$ cat src/rtl/rcsem_pkg.sv
package rcsem_pkg;

   typedef enum logic [1:0] {
      ACT_HOLD = 2'd0,
      ACT_LOAD = 2'd1,
      ACT_DEC  = 2'd2
   } rcsem_act_e;

endpackage

$ cat src/rtl/rcsem_map.sv
module rcsem_map #(
   parameter int AW         = 4,
   parameter int ELEM_BITS  = 2,
   parameter int TRACK_ELEM = 1,
   parameter int EW         = 4
) (
   input  logic [AW-1:0] addr,
   output logic [EW-1:0] ent
);

   generate
      if (TRACK_ELEM != 0) begin : g_elem
         assign ent = addr;
      end else begin : g_buf
         logic unused_elem;
         assign ent         = addr[AW-1:ELEM_BITS];
         assign unused_elem = ^addr[ELEM_BITS-1:0];
      end
   endgenerate

endmodule

$ cat src/rtl/rcsem_cfg.sv
module rcsem_cfg #(
   parameter int NENT  = 16,
   parameter int EW    = 4,
   parameter int CNT_W = 3
) (
   input  logic                       clk,
   input  logic                       rst_n,
   input  logic                       wr_en,
   input  logic [EW-1:0]              wr_ent,
   input  logic [CNT_W-1:0]           wr_val,
   output logic [NENT-1:0][CNT_W-1:0] fan
);

   generate
      for (genvar e = 0; e < NENT; e++) begin : g_ent
         always_ff @(posedge clk) begin
            if (!rst_n) begin
               fan[e] <= '0;
            end else if (wr_en && (wr_ent == EW'(e))) begin
               fan[e] <= wr_val;
            end
         end
      end
   endgenerate

endmodule

$ cat src/rtl/rcsem_arb.sv
module rcsem_arb #(
   parameter int NCONS = 3,
   parameter int EW    = 4
) (
   input  logic                       prod_grant,
   input  logic [EW-1:0]              prod_ent,
   input  logic [NCONS-1:0]           cons_req,
   input  logic [NCONS-1:0][EW-1:0]   cons_ent,
   input  logic [NCONS-1:0]           cons_nz,
   output logic [NCONS-1:0]           cons_grant
);

   generate
      for (genvar i = 0; i < NCONS; i++) begin : g_port
         logic shadowed;
         always_comb begin
            shadowed = 1'b0;
            for (int j = 0; j < i; j++) begin
               if (cons_req[j] && (cons_ent[j] == cons_ent[i])) begin
                  shadowed = 1'b1;
               end
            end
         end
         assign cons_grant[i] = cons_req[i] && cons_nz[i] && !shadowed &&
                                !(prod_grant && (prod_ent == cons_ent[i]));
      end
   endgenerate

endmodule

$ cat src/rtl/rcsem_cnt.sv
module rcsem_cnt
   import rcsem_pkg::*;
#(
   parameter int NENT  = 16,
   parameter int EW    = 4,
   parameter int CNT_W = 3,
   parameter int NCONS = 3
) (
   input  logic                       clk,
   input  logic                       rst_n,
   input  logic                       prod_grant,
   input  logic [EW-1:0]              prod_ent,
   input  logic [NCONS-1:0]           cons_grant,
   input  logic [NCONS-1:0][EW-1:0]   cons_ent,
   input  logic [NENT-1:0][CNT_W-1:0] fan,
   output logic [NENT-1:0][CNT_W-1:0] cnt
);

   generate
      for (genvar e = 0; e < NENT; e++) begin : g_ent
         rcsem_act_e act;
         logic       hit_dec;

         always_comb begin
            hit_dec = 1'b0;
            for (int i = 0; i < NCONS; i++) begin
               if (cons_grant[i] && (cons_ent[i] == EW'(e))) begin
                  hit_dec = 1'b1;
               end
            end
            if (prod_grant && (prod_ent == EW'(e))) begin
               act = ACT_LOAD;
            end else if (hit_dec) begin
               act = ACT_DEC;
            end else begin
               act = ACT_HOLD;
            end
         end

         always_ff @(posedge clk) begin
            if (!rst_n) begin
               cnt[e] <= '0;
            end else begin
               case (act)
                  ACT_LOAD: cnt[e] <= fan[e];
                  ACT_DEC:  cnt[e] <= cnt[e] - CNT_W'(1);
                  default:  cnt[e] <= cnt[e];
               endcase
            end
         end
      end
   endgenerate

endmodule

$ cat src/rtl/rcsem_unit.sv
module rcsem_unit #(
   parameter int NBUF       = 4,
   parameter int ELEM_BITS  = 2,
   parameter int TRACK_ELEM = 1,
   parameter int NCONS      = 3,
   parameter int CNT_W      = 3,
   localparam int BUF_BITS  = $clog2(NBUF),
   localparam int AW        = BUF_BITS + ELEM_BITS,
   localparam int EW        = (TRACK_ELEM != 0) ? AW : BUF_BITS,
   localparam int NENT      = 1 << EW
) (
   input  logic                     clk,
   input  logic                     rst_n,
   input  logic                     cfg_we,
   input  logic [AW-1:0]            cfg_addr,
   input  logic [CNT_W-1:0]         cfg_fanout,
   input  logic                     prod_req,
   input  logic [AW-1:0]            prod_addr,
   output logic                     prod_grant,
   output logic                     prod_stall,
   input  logic [NCONS-1:0]         cons_req,
   input  logic [NCONS-1:0][AW-1:0] cons_addr,
   output logic [NCONS-1:0]         cons_grant,
   output logic [NCONS-1:0]         cons_stall,
   output logic [NCONS-1:0]         cons_sole
);

   generate
      if (NBUF < 2 || (NBUF & (NBUF - 1)) != 0) begin : g_bad_nbuf
         $error("rcsem_unit: NBUF must be a power of two of at least 2");
      end
      if (ELEM_BITS < 1) begin : g_bad_elem
         $error("rcsem_unit: ELEM_BITS must be at least 1");
      end
      if (NCONS < 1 || CNT_W < 1) begin : g_bad_cons
         $error("rcsem_unit: NCONS and CNT_W must be at least 1");
      end
      if (NCONS >= (1 << CNT_W)) begin : g_bad_cnt
         $error("rcsem_unit: CNT_W too narrow to count NCONS readers");
      end
   endgenerate

   logic [EW-1:0]              cfg_ent;
   logic [EW-1:0]              prod_ent;
   logic [NCONS-1:0][EW-1:0]   cons_ent;
   logic [NENT-1:0][CNT_W-1:0] fan_q;
   logic [NENT-1:0][CNT_W-1:0] cnt_q;
   logic [NCONS-1:0]           cons_nz;

   rcsem_map #(.AW(AW), .ELEM_BITS(ELEM_BITS), .TRACK_ELEM(TRACK_ELEM), .EW(EW))
      u_map_cfg (.addr(cfg_addr), .ent(cfg_ent));

   rcsem_map #(.AW(AW), .ELEM_BITS(ELEM_BITS), .TRACK_ELEM(TRACK_ELEM), .EW(EW))
      u_map_prod (.addr(prod_addr), .ent(prod_ent));

   generate
      for (genvar i = 0; i < NCONS; i++) begin : g_cons
         rcsem_map #(.AW(AW), .ELEM_BITS(ELEM_BITS), .TRACK_ELEM(TRACK_ELEM), .EW(EW))
            u_map (.addr(cons_addr[i]), .ent(cons_ent[i]));
         assign cons_nz[i]    = (cnt_q[cons_ent[i]] != '0);
         assign cons_sole[i]  = cons_grant[i] && (cnt_q[cons_ent[i]] == CNT_W'(1));
         assign cons_stall[i] = cons_req[i] && !cons_grant[i];
      end
   endgenerate

   assign prod_grant = prod_req && (cnt_q[prod_ent] == '0);
   assign prod_stall = prod_req && !prod_grant;

   rcsem_cfg #(.NENT(NENT), .EW(EW), .CNT_W(CNT_W)) u_cfg (
      .clk    (clk),
      .rst_n  (rst_n),
      .wr_en  (cfg_we),
      .wr_ent (cfg_ent),
      .wr_val (cfg_fanout),
      .fan    (fan_q)
   );

   rcsem_arb #(.NCONS(NCONS), .EW(EW)) u_arb (
      .prod_grant (prod_grant),
      .prod_ent   (prod_ent),
      .cons_req   (cons_req),
      .cons_ent   (cons_ent),
      .cons_nz    (cons_nz),
      .cons_grant (cons_grant)
   );

   rcsem_cnt #(.NENT(NENT), .EW(EW), .CNT_W(CNT_W), .NCONS(NCONS)) u_cnt (
      .clk        (clk),
      .rst_n      (rst_n),
      .prod_grant (prod_grant),
      .prod_ent   (prod_ent),
      .cons_grant (cons_grant),
      .cons_ent   (cons_ent),
      .fan        (fan_q),
      .cnt        (cnt_q)
   );

endmodule

$ cat config.mk
export PLATFORM = sky130hd
export DESIGN_NAME = rcsem_unit
export DESIGN_NICKNAME = d
export VERILOG_FILES = /design/src/rtl/rcsem_pkg.sv /design/src/rtl/rcsem_map.sv /design/src/rtl/rcsem_cfg.sv /design/src/rtl/rcsem_arb.sv /design/src/rtl/rcsem_cnt.sv /design/src/rtl/rcsem_unit.sv
export SDC_FILE = /design/constraint.sdc
export NUM_CORES = 1
export LEC_CHECK = 0
export ABC_AREA = 1
export ABC_CLOCK_PERIOD_IN_PS = 3400
export CAP_MARGIN = 20
export CORE_ASPECT_RATIO = 1.4
export CORE_UTILIZATION = 35
export CTS_CLUSTER_DIAMETER = 200
export CTS_CLUSTER_SIZE = 12
export DETAILED_ROUTE_END_ITERATION = 8
export SLEW_MARGIN = 20
export SYNTH_ARGS = -nofsm -noshare
export SYNTH_HDL_FRONTEND = slang
export SYNTH_SLANG_ARGS = --single-unit
$ cat constraint.sdc
create_clock -name clk -period 3.4 [get_ports clk]
set_clock_uncertainty 0.2 [all_clocks]
set_input_delay 0.68 -clock clk [delete_from_list [all_inputs] [get_ports clk]]
set_output_delay 0.68 -clock clk [all_outputs]
set_load 0.03 [all_outputs]
# After elaboration in Yosys (flattened, before gate mapping)

Cells that the tools add are included.

$add $sub $neg: 16
Multiply operators: 0
Div/mod/pow operators: 0
Order comparisons: 4
Equal/unequal tests: 116
Shift-type cells: 0
Multiplexer cells: 107
Bitwise logic cells: 0
Reduce and logical (&&, ||, !) cells: 136

Operator list:

| cell                                                                   | count |
|---|---|
| 4-bit equality test (second input constant)                            | 40 |
| 1-bit logical AND                                                      | 102 |
| 3-bit case mux with 2 select lines                                     | 16 |
| 4-bit by 3-bit equality test with 1-bit output (second input constant) | 20 |
| 2-bit two-way mux                                                      | 32 |
| 1-bit two-way mux                                                      | 51 |
| 3-bit binary-select mux with 4-bit select                              | 4 |
| 3-bit by 1-bit subtractor with 3-bit output (second input constant)    | 16 |
| 4-bit by 2-bit equality test with 1-bit output (second input constant) | 10 |
| 2-bit by 1-bit equality test with 1-bit output (second input constant) | 16 |
| 2-bit equality test (second input constant)                            | 16 |
| 2-bit nonzero test                                                     | 16 |
| 4-bit equality test                                                    | 6 |
| 4-bit by 1-bit equality test with 1-bit output (second input constant) | 5 |
| 4-bit logical NOT                                                      | 5 |
| 4-bit by 5-bit < comparator with 1-bit output (second input constant)  | 4 |
| 3-bit two-way mux                                                      | 4 |
| 3-bit by 1-bit equality test with 1-bit output (second input constant) | 3 |
| 1-bit logical NOT                                                      | 9 |
| 3-bit nonzero test                                                     | 3 |
| 3-bit logical NOT                                                      | 1 |

Bits in registers: 96
Latch bits: 0
Bits in writable memories: 0
Bits in read-only memories: 0
Input bits: 30
Logic and storage cells: 411
Memories kept: 0

# Longest topological paths before layout

Gate-level depths: netlist (run 1).

Depth in word-level cells: 15
Gate-level depth with buffers: 19
Mapped depth without buffers: 16

# By module

Synthesis (run 1) repeated with hierarchy kept, for this count alone.

Cells, all modules: 1398
Area, all modules: 7876.3 um^2

Modules (own cells, without submodules):

| module     | times used | cells an instance | area each (um^2) | sequential area each (um^2) |
|---|---|---|---|---|
| rcsem_cnt  | 1          | 628               | 3752.3           | 960.9 |
| rcsem_cfg  | 1          | 291               | 1925.6           | 960.9 |
| rcsem_unit | 1          | 362               | 1619.1           | 0.0 |
| rcsem_arb  | 1          | 97                | 429.2            | 0.0 |
| rcsem_map  | 5          | 4                 | 30.0             | 0.0 |

# Worst setup path after synthesis (run 1)

Ideal clock, no wire load.

Path type: input to output
From: input cons_addr[4] (netlist bit)
To: output cons_stall[1]
Data arrival time: 2.504 ns
Setup slack: 0.016 ns
Cell stages on the path: 15
Cell sequence: buf_4 -> inv_2 -> buf_6 -> nand2_1 -> nand2_1 -> nand2_1 -> nand2_1 -> nand2_1 -> nand2_1 -> nor2_1 -> nand3_2 -> buf_2 -> nand2_1 -> nor2_1 -> nor2_1

Longest elaborated chain between the ends: 8
Elaborated cells on any way between the ends: 15
Classes of those cells: eq/ne: 2; mux: 3; reduce/logical: 10

RTL lines:

| element                                                                                 | RTL line                          | RTL |
|---|---|---|
| start, declared                                                                         | rcsem_unit.sv:22                  | `input logic [NCONS-1:0][AW-1:0] cons_addr,` |
| 3-bit binary-select mux with 4-bit select / 4-bit equality test (equally long branches) | rcsem_unit.sv:60, rcsem_arb.sv:19 |  |
| 3-bit two-way mux (not written as such) / 1-bit logical AND (equally long branches)     | rcsem_unit.sv:60, rcsem_arb.sv:19 |  |
| 3-bit nonzero test / 1-bit two-way mux (equally long branches)                          | rcsem_unit.sv:60, rcsem_arb.sv:19 |  |
| 1-bit logical AND / 1-bit logical NOT (equally long branches)                           | rcsem_arb.sv:24                   | `assign cons_grant[i] = cons_req[i] && cons_nz[i] && !shadowed &&` |
| 1-bit logical AND                                                                       | rcsem_arb.sv:24                   |  |
| 1-bit logical AND (*)                                                                   | rcsem_arb.sv:24                   |  |
| net cons_grant[1]                                                                       | rcsem_unit.sv:23                  | `output logic [NCONS-1:0] cons_grant,` |
| 1-bit logical NOT (*)                                                                   | rcsem_unit.sv:62                  | `assign cons_stall[i] = cons_req[i] && !cons_grant[i];` |
| 1-bit logical AND (*)                                                                   | rcsem_unit.sv:62                  |  |
| end, declared                                                                           | rcsem_unit.sv:24                  | `output logic [NCONS-1:0] cons_stall,` |

The timed path passes the listed nets; every way through them passes the cells marked *. The select of a mux whose other input is x is not followed.

# Final worst setup path (run 1)

From: input cons_addr[10] (netlist bit)
To: output cons_stall[2]

Longest elaborated chain between the ends: 9
Elaborated cells on any way between the ends: 18
Classes of those cells: eq/ne: 3; mux: 4; reduce/logical: 11

RTL lines:

| element                                                                                           | RTL line |
|---|---|
| parallel branches: the longest is 6 deep, another holds 3-bit binary-select mux with 4-bit select | -- |
| 1-bit logical AND (*)                                                                             | rcsem_arb.sv:24 |
| 1-bit logical NOT (*)                                                                             | rcsem_unit.sv:62 |
| 1-bit logical AND (*)                                                                             | rcsem_unit.sv:62 |

Mark *: on every way between the ends. The select of a mux whose other input is x is not followed.

==> summary.md, run 1 <==
The run finished with clean final reports. The smallest clock period supported by the final layout is computed as 3300 ps. The final setup violation count came out at 0.

From synthesis to final layout, the design area changed by 21.5%. TritonCTS built the clock tree. Part of the total power dissipated in the clock network: 0.386. The adder-cell share of the synthesized area is 0.0253. The proportion of layout cells with a drive suffix above 1 came out at 0.112.

Number of inserted filler cells in the final layout: 2425. The run gives 0 as the initial antenna violation count. Leaving out fill and tap cells, the most frequent cell in the layout is nand2_1. The share of the yosys chip area belonging to registers is 0.243. Minimum setup slack among reg-to-reg paths: 860 ps. The clock tree synthesis step divided the H-tree into 3 levels. TritonCTS created 9 clock buffers. Among all stages on the critical path, the largest delay is contributed by clkdlybuf4s50_1.

The startpoint identified for the worst register-to-register timing path is u_cnt.cnt[26]. The worst setup path is launched from an input port. The synthesized-area fraction occupied by xor and xnor cells was 0.0199; the setup total negative slack was 0 ps.

The startpoint of the most critical hold path was u_cfg.fan[36]. Power spread over the standard cell area amounts to 276 nW/um^2. For the final weighted congestion of routability-driven global placement, the log shows 1.02.

For this design the top-level I/O count stands at 41. The via count of the first global-routing pass is 8968, and the smallest setup slack after layout is 101 ps. For this run, the number of Yosys warnings is 0. The later pin in the worst-skew pair is clocked with a latency of 350 ps. The quantity of hold-fixing buffers added after cts was 0; the combinational share of power was 0.177. Along the worst hold path, the cell count comes to 2.

The critical setup path kind is in2out. The vias per cell was 5.08. After synthesis, the largest family of logic cells by area is simple AND/OR/NAND/NOR gates.

The HPWL after detailed placement is 24600 um. For the number of nets in the layout, the log shows 1606. The min-delay analysis places its worst path in the category reg2reg.

Max-cap violations in this run came to 0. Counting stages on the worst path, the most repeated cell is nand2_1. The hold slack came out at 255 ps. The part of the power in registers is 0.437. After clock tree synthesis, the clock-pin slew on the worst setup and hold paths is 70 ps. STA puts the critical path data arrival time at 2420 ps. The number of placed instances with taps included was 1844; the number of optimization iterations in the first detailed-route pass was 5. For the effective utilization at floorplan, the log shows 0.359. For the pin with the worst max-slew slack, the measured transition is 818 ps. The internal power came out at 1.88 mW.

In this run the critical register-to-register path is captured at u_cnt.cnt[5]. The area of the mapped netlist was 7900 um^2; the hold violation count in the final report was 0. The global-route usage over all layers is 0.275, and the max-slew violation total from the final report is 0.

Synthesis instantiated 35 different standard cells from the library. Entering global routing, the biggest net connects 36 pins. VDD sags by at most 208 uV. The first global-routing pass estimated 48400 um of wire.

The logs give 31200 um for the total wire length and 303 MHz for the highest attainable clock frequency. The die covers 23200 um^2. In this run the mean area of a mapped cell was 5.43 um^2. The floorplan step defined a core boundary enclosing 22000 um^2.

The routed layout has 9466 vias. After detailed routing, the number of remaining DRC violations is 0. Ranked by total cell area, the synthesized netlist is headed by dfxtp_1, nand2_1, nor2_1. The fraction of synthesized area in multiplexers is 0, and the basic-gate share of the synthesized area counting and, or, nand and nor cells is 0.480.

The switching power as a share of total power was 0.289. CTS root buffer: clkbuf_16. The flip-flop and latch count after synthesis came out at 96. The die width came out at 129 um. The height of the chip was 180 um; the antenna diode count was 0. The total of buffers placed on input and output ports is 40, and the number of cells in the finished layout apart from fillers is 1862. Counting every sink on the clock net gives 96. Before CTS, the worst setup slack after placement is -115 ps.

Summed over all cells, the static leakage comes to 4.62 nW. The biggest cell delay along the critical path came out at 450 ps. The violation count after the first detailed-routing iteration was 828.

The critical path startpoint was cons_addr[10]. The initialized floorplan defines 64 standard-cell rows. The library cells used most frequently in the layout, excluding fill and tap cells, are nand2_1, nor2_1, inv_1. The relative slew slack came out at 0.453. The signal on the critical path passes through clkdlybuf4s50_1 -> buf_4 -> nand2_1 -> inv_1 -> nand2_1 -> nand2_1 -> nor2_2 -> nand3_2 -> nand2_2 -> inv_1 -> nor2_1 -> buf_4.

The worst hold path terminates at u_cfg.fan[36]. The cell count after synthesis is 1455. The post-route fraction of the period consumed by the critical path was 0.970; the fraction of post-synthesis cell area in the top cell type by area was 0.243. Measured in cells, the most critical reg-to-reg path has a length of 14.

Maximum fanout along the worst path: 4. In this run the power spent charging and discharging nets is 765 uW. The detail route stage leaves a number of antenna-violating nets equal to 0.

For the endpoint required time on the critical path, the log shows 2520 ps. The average wire per standard cell came out at 16.7 um. Summed over all instances, the cell type with the most area after synthesis is dfxtp_1.

The clock passes through at most 2 buffers. The number of nets in the synthesized netlist is 1501. Setup repair after global routing could not meet its margin everywhere. STA classifies the critical path endpoint as an output pin. The area fraction in compound gates after synthesis is 0.110. The total overflow left after global routing is 0.
how the worst max path moves through the flow:
stage	slack, ps	to
CTS	10	cons_stall[1]
detailed placement	-120	prod_stall
global route	-10	cons_stall[1]
global placement	-120	cons_sole[0]
floorplan	20	cons_stall[1]
finish	100	cons_stall[2]
metal layers:
metal | part of all wire | global-route usage | vias to the layer above
met4 | 0.068 | 0.188 | 0
li1 | - | - | 4747
met5 | 0 | 0 | -
met3 | 0.050 | 0.0301 | 108
met1 | 0.41 | 0.324 | 4248
met2 | 0.47 | 0.463 | 363
logic make-up after synthesis:
| logic type | count (synthesis) |
|---|---|
| simple gates | 926 |
| flops | 96 |
| compound gates | 166 |
| buf+inv | 233 |
| xor+xnor | 18 |
| fa+ha+maj | 16 |
cell type report:
cell class	instances	area, um^2	area share
inverter	183	687	0.0716
tap	297	372	0.0387
timing repair buffer	144	1270	0.133
clock buffer	11	233	0.0242
multi-input combinational	1126	5060	0.527
sequential	96	1920	0.200
clock inverter	5	57.6	0.00600
cell usage after synthesis:
cell       instances
a21oi_1           68
a22o_1             1
a31oi_1            1
buf_1              2
buf_2             15
buf_4              7
buf_6              6
clkbuf_1          19
clkbuf_2           1
clkinv_1           3
dfxtp_1           96
ha_1              16
inv_1            173
inv_2              7
nand2_1          456
nand2_2            5
nand2_4            2
nand3_1          139
nand3_2            5
nand3b_1           1
nand4_1           12
nor2_1           289
nor2_2             9
nor2_4             1
nor3_1             5
nor3_2             2
o2111ai_1          2
o211ai_1           5
o21ai_0           81
o21ai_1            2
o21bai_1           1
o221ai_1           1
o22ai_1            4
xnor2_1           10
xor2_1             8
critical path, delay by kind of cell:
family                 cells  cell delay [ps]
buffers and inverters      5              990
and+or+nand+nor            7              750
flip-flops by register name (all words and copies together) (netlist names):
signal / cells
u_cfg.fan: 48
u_cnt.cnt: 48
repair_timing:
item | 4_1_cts | 5_1_grt
gates cloned | 1 | 0
setup buffers | 0 | 1
resized for setup | 11 | 15
setup endpoints to repair | 9 | 8
pin swaps | 1 | 2
power groups by stage:
stage | combinational (mW) | sequential [mW] | clock, mW
after floorplan | 0.231 | 1.17 | 0
after global placement | 0.454 | 1.18 | 0
after detailed placement | 0.454 | 1.18 | 0
after CTS | 0.461 | 1.16 | 1.05
after global routing | 0.500 | 1.16 | 1.09
final | 0.469 | 1.16 | 1.02
per-stage QoR:
step / util / area [um^2] / power, mW
final: 0.436 / 9600 / 2.65
after global placement: 0.419 / 9230 / 1.63
after CTS: 0.434 / 9560 / 2.67
after floorplan: - / 7900 / 1.40
after global routing: 0.436 / 9600 / 2.74
after detailed placement: 0.419 / 9230 / 1.64
Note: power is estimated with default switching activity, not from simulation.
==> run 2: changes to the inputs <==
- CORE_UTILIZATION: 35 -> 45
- SYNTH_HIERARCHICAL: unset -> 1
==> run 2 against run 1 <==
- via count is 5.5% lower
- synthesized cell count is 3.9% lower
- first-iteration DRC count is 5.2% lower
- largest power group unchanged
==> summary.md, run 2 <==
Leading cell types by total area after synthesis: dfxtp_1, nand2_1, nand3_1 (was dfxtp_1, nand2_1, nor2_1). The number of nets in the layout was 1539 (was 1606). The fraction of synthesized area in multiplexers works out to 0 (unchanged). The number of inserted filler cells in the final layout was 1779 (was 2425). The flow ran to the end, and the final reports show no timing, DRC or antenna violations.

The run gives 5000 um^2 (was 5060 um^2) as the multi-input gate area in the final layout. The number of optimization iterations in the first detailed-route pass came out at 6 (was 5). Highest attainable clock frequency: 300 MHz (was 303 MHz). The share of synthesized registers carrying an async set or reset came out at 0 (unchanged). For the share of the yosys chip area belonging to registers, the log shows 0.244 (was 0.243).

The number of vias after detailed routing was 8941 (was 9466). The tools report the kind of capture point of the worst setup path as an output pin (unchanged). The effective utilization at floorplan was 0.465 (was 0.359).

The endpoint required time on the critical path was 2520 ps (about the same); the fraction of post-synthesis cell area in the top cell type by area was 0.244 (was 0.243). The number of enable flip-flop cells after synthesis came out at 0 (unchanged). The area of the core region came out at 17000 um^2 (was 22000 um^2). The yosys synthesis warning count is 6 (was 0). The setup total negative slack is 0 ps (unchanged).

The core occupancy in the finished layout is 0.565 (was 0.436). The most used standard cell by instance count after synthesis was nand2_1 (unchanged). The synthesized-area fraction occupied by xor and xnor cells came out at 0.0245 (was 0.0199). Commonest cells after routing, fill and taps aside: nand2_1, nor2_1, nand3_1 (was nand2_1, nor2_1, inv_1). The die width was 114 um (was 129 um); the final global-route overflow total was 0 (unchanged).

The run gives 0 (unchanged) as the initial antenna violation count. The run gives 41 (unchanged) as the I/O pin count. For the cell count after synthesis, the log shows 1398 (was 1455). The total wire length is 27700 um (was 31200 um). Most frequently used flop master after synthesis: dfxtp_1 (unchanged). Most common library cell in the layout ignoring fill and taps: nand2_1 (unchanged).

The synthesis-to-layout area growth works out to 21.6% (was 21.5%). The maximum fanout along the worst path is 5 (was 4). The number of distinct standard cells referenced by the synthesized netlist is 33 (was 35), and the hold slack is 289 ps (was 255 ps). The vias per cell is 5.17 (was 5.08). The largest vdd supply drop came out at 444 uV (was 208 uV). The residual DRC count came out at 0 (unchanged). Max-slew violation total from the final report: 0 (unchanged).

TritonCTS built the clock tree. The post-route fraction of the period consumed by the critical path works out to 0.982 (was 0.970). The logs give 96 (unchanged) for the TritonCTS sink count and 0 (unchanged) for the final setup violation count. The total of buffers placed on input and output ports came out at 40 (unchanged). The type of the tightest min-delay check is reg2reg (unchanged). The clock slew seen by the registers of the worst setup and hold paths works out to 80 ps (was 70 ps). The area of the mapped netlist came out at 7880 um^2 (was 7900 um^2). The adder-cell share of the synthesized area came out at 0.0254 (was 0.0253). Proportion of layout cells with a drive suffix above 1: 0.148 (was 0.112).

Registers with the highest flip-flop counts: u_cfg/fan x48, u_cnt/cnt x48 (was u_cfg.fan x48, u_cnt.cnt x48). The areal power density over the cells came out at 335 nW/um^2 (was 276 nW/um^2). The logs give 3 (unchanged) for the maximum level of the CTS H-tree and 0 (unchanged) for the antenna diode count.

The combinational family with the most area after synthesis is simple AND/OR/NAND/NOR gates (unchanged). The basic-gate share of the synthesized area counting and, or, nand and nor cells works out to 0.528 (was 0.480). The tools report the hold violation count in the final report as 0 (unchanged). The sum of net half-perimeters after detailed placement is 21400 um (was 24600 um), and the wire length of the first global-routing pass is 42600 um (was 48400 um). The measured slew at the worst slew-check pin came out at 671 ps (was 818 ps). Area fraction in compound gates after synthesis: 0.0349 (was 0.110). The full die area is 18000 um^2 (was 23200 um^2), and the post-route minimum period is 3340 ps (was 3300 ps). The biggest cell delay along the critical path is 580 ps (was 450 ps), and the relative slew slack is 0.552 (was 0.453). Final weighted congestion of routability-driven global placement: 0.997 (was 1.02). Launching element type of the critical path: an input port (unchanged). The critical setup path kind is in2out (unchanged).

The height of the chip came out at 159 um (was 180 um). The data arrival time of the critical path is 2460 ps (was 2420 ps), and the flip-flop and latch count after synthesis is 96 (unchanged). The count of maximum capacitance violations came out at 0 (unchanged). Crit-path cells: clkdlybuf4s50_1 -> buf_4 -> nand3_1 -> nand3_1 -> nand2_1 -> inv_1 -> nand3_1 -> nand2_1 -> inv_1 -> nand2_2 -> nor2_4 -> buf_4 -> nor2_4 -> buf_6 (was clkdlybuf4s50_1 -> buf_4 -> nand2_1 -> inv_1 -> nand2_1 -> nand2_1 -> nor2_2 -> nand3_2 -> nand2_2 -> inv_1 -> nor2_1 -> buf_4).

The number of buffers inserted during clock tree synthesis is 9 (unchanged), and the remaining antenna violation count after routing is 0 (unchanged). The sequential cell area was 1920 um^2 (about the same); the mean area per synthesized cell was 5.63 um^2 (was 5.43 um^2). The logs give 2 (unchanged) for the largest buffer count on any clock path and 80 (was 36) for the pin count of the biggest net entering global routing. The dominant cell type by count on the critical path is nand3_1 (was nand2_1). The largest area contributor in the synthesized netlist is dfxtp_1 (unchanged).

The number of core rows was 56 (was 64). For the clock insertion delay at the later pin of the skew report, the log shows 360 ps (was 350 ps). The CTS root buffer is clkbuf_16 (unchanged).

The via count of the first global-routing pass came out at 7912 (was 8968). The slowest cell on the critical path was clkdlybuf4s50_1 (unchanged). The global-route usage over all layers was 0.314 (was 0.275); the average wire per standard cell was 16.0 um (was 16.7 um). The standby leakage power was 4.84 nW (was 4.62 nW). The tools report the net count after synthesis as 1444 (was 1501). Top cell types by occurrence after synthesis: nand2_1, nor2_1, nand3_1 (was nand2_1, nor2_1, inv_1). Setup repair after global routing could not meet its margin everywhere. The tools report the violation count after the first detailed-routing iteration as 785 (was 828).
[run 2: changes by cell type after synthesis, moves of 20 or more]
cell / previous run / this run
a21oi_1: 68 / 2
inv_1: 173 / 195
nand2_1: 456 / 375
nand3_1: 139 / 214
nand4_1: 12 / 32
o21ai_0: 81 / 28
[run 2: per-stage QoR]
stage | worst slack (ps) | cell area (um^2) | total power, mW | instances
6_report | 61.9 | 9580 | 3.21 | 1730
5_1_grt | -23.9 | 9580 | 3.37 | 1730
2_1_floorplan | -16.7 | 7960 | 1.79 | 1398
4_1_cts | -18.8 | 9510 | 3.22 | 1728
3_3_place_gp | -442 | 8960 | 2.08 | 1698
3_5_place_dp | -455 | 8960 | 2.09 | 1698
[run 2: timing repair]
action,in CTS,in global routing
hold buffers,0,0
pin swaps,11,17
setup buffers,11,2
setup endpoints to repair,39,17
cloned,3,0
hold endpoints to repair,0,0
resized for setup,38,34
[run 2: report_power, final]
group          switching, mW  internal [mW]
logic                  0.548          0.361
clock network          0.494          0.586
registers             0.0518           1.17
[run 2: worst paths after layout]
check,from,to,slack (ps),cells after the start
max reg2reg,u_cnt/cnt[34],u_cnt/cnt[28],290,22
min,u_cfg/fan[27],u_cfg/fan[27],290,2
min reg2reg,u_cfg/fan[27],u_cfg/fan[27],290,2
max,cons_addr[6],cons_stall[1],60,14
[run 2: metal layers]
metal | wire length, um | track usage | share of wire
met1 | 11500 | 0.377 | 0.42
met2 | 13000 | 0.531 | 0.47
met3 | 1470 | 0.0457 | 0.053
met4 | 1730 | 0.188 | 0.062
met5 | 0 | 0 | 0
[run 2: final cells by class]
| type | count | area share |
|---|---|---|
| Multi-Input combinational cell | 1036 | 0.522 |
| Tap cell | 232 | 0.0303 |
| Sequential cell | 96 | 0.201 |
| Inverter | 215 | 0.0856 |
| Timing Repair Buffer | 135 | 0.129 |
| Clock inverter | 7 | 0.00875 |
| Clock buffer | 9 | 0.0235 |
[run 2: critical path, delay by kind of cell]
kind / cells / cell delay, ps
and+or+nand+nor: 8 / 630
buffers and inverters: 6 / 1150
[run 2: cell families after synthesis]
logic type / Yosys count
adder cells (fa/ha/maj): 16
AND/OR/NAND/NOR: 952
XOR/XNOR: 22
flip-flops: 96
AO/OA/AOI/OAI: 46
buffers and inverters: 266
==> run 3: changes to the inputs <==
- GPL_ROUTABILITY_DRIVEN: unset -> 0
==> run 3 against run 2 <==
- sequential share of layout area decreased by 0.055 points
- critical path type unchanged
- largest power group unchanged
- register-to-register slack improved by 40 ps
- global-route usage decreased by 0.85 points
- core utilization increased by 0.081 points
- combinational power decreased by 0.4%
- setup slack got worse by 36 ps
- wire length decreased by 1.6%
- critical path depth decreased by 5
- sequential power about the same
==> summary.md, run 3 (same netlist as run 2, synthesis figures left out) <==
The flow ran to the end, and the final reports show no timing, DRC or antenna violations. For the count of maximum capacitance violations, the log shows 0 (unchanged). For the endpoint required time on the critical path, the log shows 2520 ps (about the same).

The global-route usage over all layers is 0.305 (was 0.314), and the areal power density over the cells is 327 nW/um^2 (was 335 nW/um^2). Largest buffer count on any clock path: 2 (unchanged). The tools report the relative slew slack as 0.588 (was 0.552). The vias per cell works out to 5.16 (was 5.17).

The maximum level of the CTS H-tree is 3 (unchanged), and the setup total negative slack is 0 ps (unchanged). The sum of net half-perimeters after detailed placement came out at 21200 um (was 21400 um). The area of the core region was 17000 um^2 (unchanged); the total wire length was 27200 um (was 27700 um).

Hold violation count in the final report: 0 (unchanged). The logs give 0 (unchanged) for the residual DRC count and 41 (unchanged) for the I/O pin count. The final global-route overflow total came out at 0 (unchanged). Clock slew seen by the registers of the worst setup and hold paths: 70 ps (was 80 ps). The CTS root buffer is clkbuf_16 (unchanged). The wire length of the first global-routing pass is 41900 um (was 42600 um), and the average wire per standard cell is 15.7 um (was 16.0 um). The run gives 1733 (was 1730) as the number of cells in the finished layout apart from fillers. The largest vdd supply drop is 303 uV (was 444 uV), and the post-route minimum period is 3370 ps (was 3340 ps). Kind of capture point of the worst setup path: an output pin (unchanged). The synthesis-to-layout area growth works out to 21.8% (was 21.6%). Smallest setup slack after layout: 25.8 ps (was 61.9 ps).

The number of buffers inserted during clock tree synthesis came out at 9 (unchanged). The measured slew at the worst slew-check pin is 618 ps (was 671 ps). The critical setup path kind is in2out (unchanged). The tools report the quantity of hold-fixing buffers added after cts as 0 (unchanged). Via count of the first global-routing pass: 8096 (was 7912). The remaining antenna violation count after routing came out at 0 (unchanged).

The most common library cell in the layout ignoring fill and taps was nand2_1 (unchanged). The logs give 18000 um^2 (unchanged) for the full die area and 0 (unchanged) for the final setup violation count. For the max-slew violation total from the final report, the log shows 0 (unchanged). The pre-CTS setup slack is -374 ps (was -455 ps).

The height of the chip was 159 um (unchanged); the number of optimization iterations in the first detailed-route pass was 6 (unchanged). The type of the tightest min-delay check was reg2reg (unchanged). Clock insertion delay at the later pin of the skew report: 360 ps (about the same). The total of buffers placed on input and output ports is 40 (unchanged), and the TritonCTS sink count is 96 (unchanged). For the number of nets in the layout, the log shows 1542 (was 1539). The logs give 9030 um^2 (was 8960 um^2) for the placed standard-cell area and 296 MHz (was 300 MHz) for the highest attainable clock frequency. The run gives 284 ps (was 289 ps) as the hold slack. The number of core rows was 56 (unchanged); the power consumption was 3.13 mW (was 3.21 mW). The die width works out to 114 um (unchanged).

The standby leakage power is 4.83 nW (was 4.84 nW), and the core occupancy in the finished layout is 0.566 (was 0.565). For the final standard cell area without fillers, the log shows 9590 um^2 (was 9580 um^2). The tools report the launching element type of the critical path as an input port (unchanged).

TritonCTS built the clock tree. The data arrival time of the critical path came out at 2490 ps (was 2460 ps). The number of inserted filler cells in the final layout is 1816 (was 1779). Registers with the highest flip-flop counts: u_cfg/fan x48, u_cnt/cnt x48 (unchanged).

The effective utilization at floorplan was 0.465 (unchanged). The number of vias after detailed routing was 8934 (was 8941); the initial antenna violation count was 0 (unchanged). Pin count of the biggest net entering global routing: 80 (unchanged). The post-route fraction of the period consumed by the critical path came out at 0.992 (was 0.982). The violation count after the first detailed-routing iteration is 782 (was 785), and the proportion of layout cells with a drive suffix above 1 is 0.150 (was 0.148).

The maximum fanout along the worst path came out at 7 (was 5). Commonest cells after routing, fill and taps aside: nand2_1, nor2_1, nand3_1 (unchanged). The number of placed instances with taps included was 1702 (was 1698); the antenna diode count was 0 (unchanged).
[run 3: cell count changes in the layout (fill, tap and decap cells not counted), moves of 3 or more]
cell,delta
buf_4,+3
nand3_2,-4
nand3_1,+5
nor2_2,+4
nor2_1,-5
buf_12,+4
[run 3: per-layer routing]
layer | global-route usage | routed length [um]
met1 | 0.354 | 11200
met2 | 0.534 | 12900
met3 | 0.0423 | 1520
met4 | 0.182 | 1660
met5 | 0 | 0
[run 3: path summary, 6_finish.rpt]
path                                   start             to  slack (ps)  cells after the start
worst max-delay path            cons_addr[7]  cons_stall[1]          30                      9
worst min-delay path            u_cfg/fan[5]   u_cfg/fan[5]         280                      2
worst max register to register  u_cnt/cnt[1]  u_cnt/cnt[47]         330                     21
worst min register to register  u_cfg/fan[5]   u_cfg/fan[5]         280                      2
[run 3: area by class of cell]
type	instances	area, um^2	area share
clock buffer	9	225	0.0235
clock inverter	7	61.3	0.00639
inverter	215	817	0.0852
multi-input combinational	1036	4990	0.520
sequential	96	1920	0.200
tap	232	290	0.0303
timing repair buffer	138	1280	0.134
[run 3: where the power goes]
part | internal, mW | switching, mW
clock | 0.513 | 0.495
combinational | 0.363 | 0.542
sequential | 1.17 | 0.0549
total | 2.04 | 1.09
[run 3: repair_timing]
action,4_1_cts,5_1_grt
setup buffers,8,5
pin swaps,4,10
gates cloned,2,1
endpoints found under the setup margin,9,12
resized for setup,31,38
[run 3: critical path, cell delays in order]
cell	delay, ps
clkdlybuf4s50_1	590
buf_4	260
a21boi_0	170
nand3_1	90
nor2_1	250
nor2_4	90
buf_4	150
nor2_4	60
buf_4	150
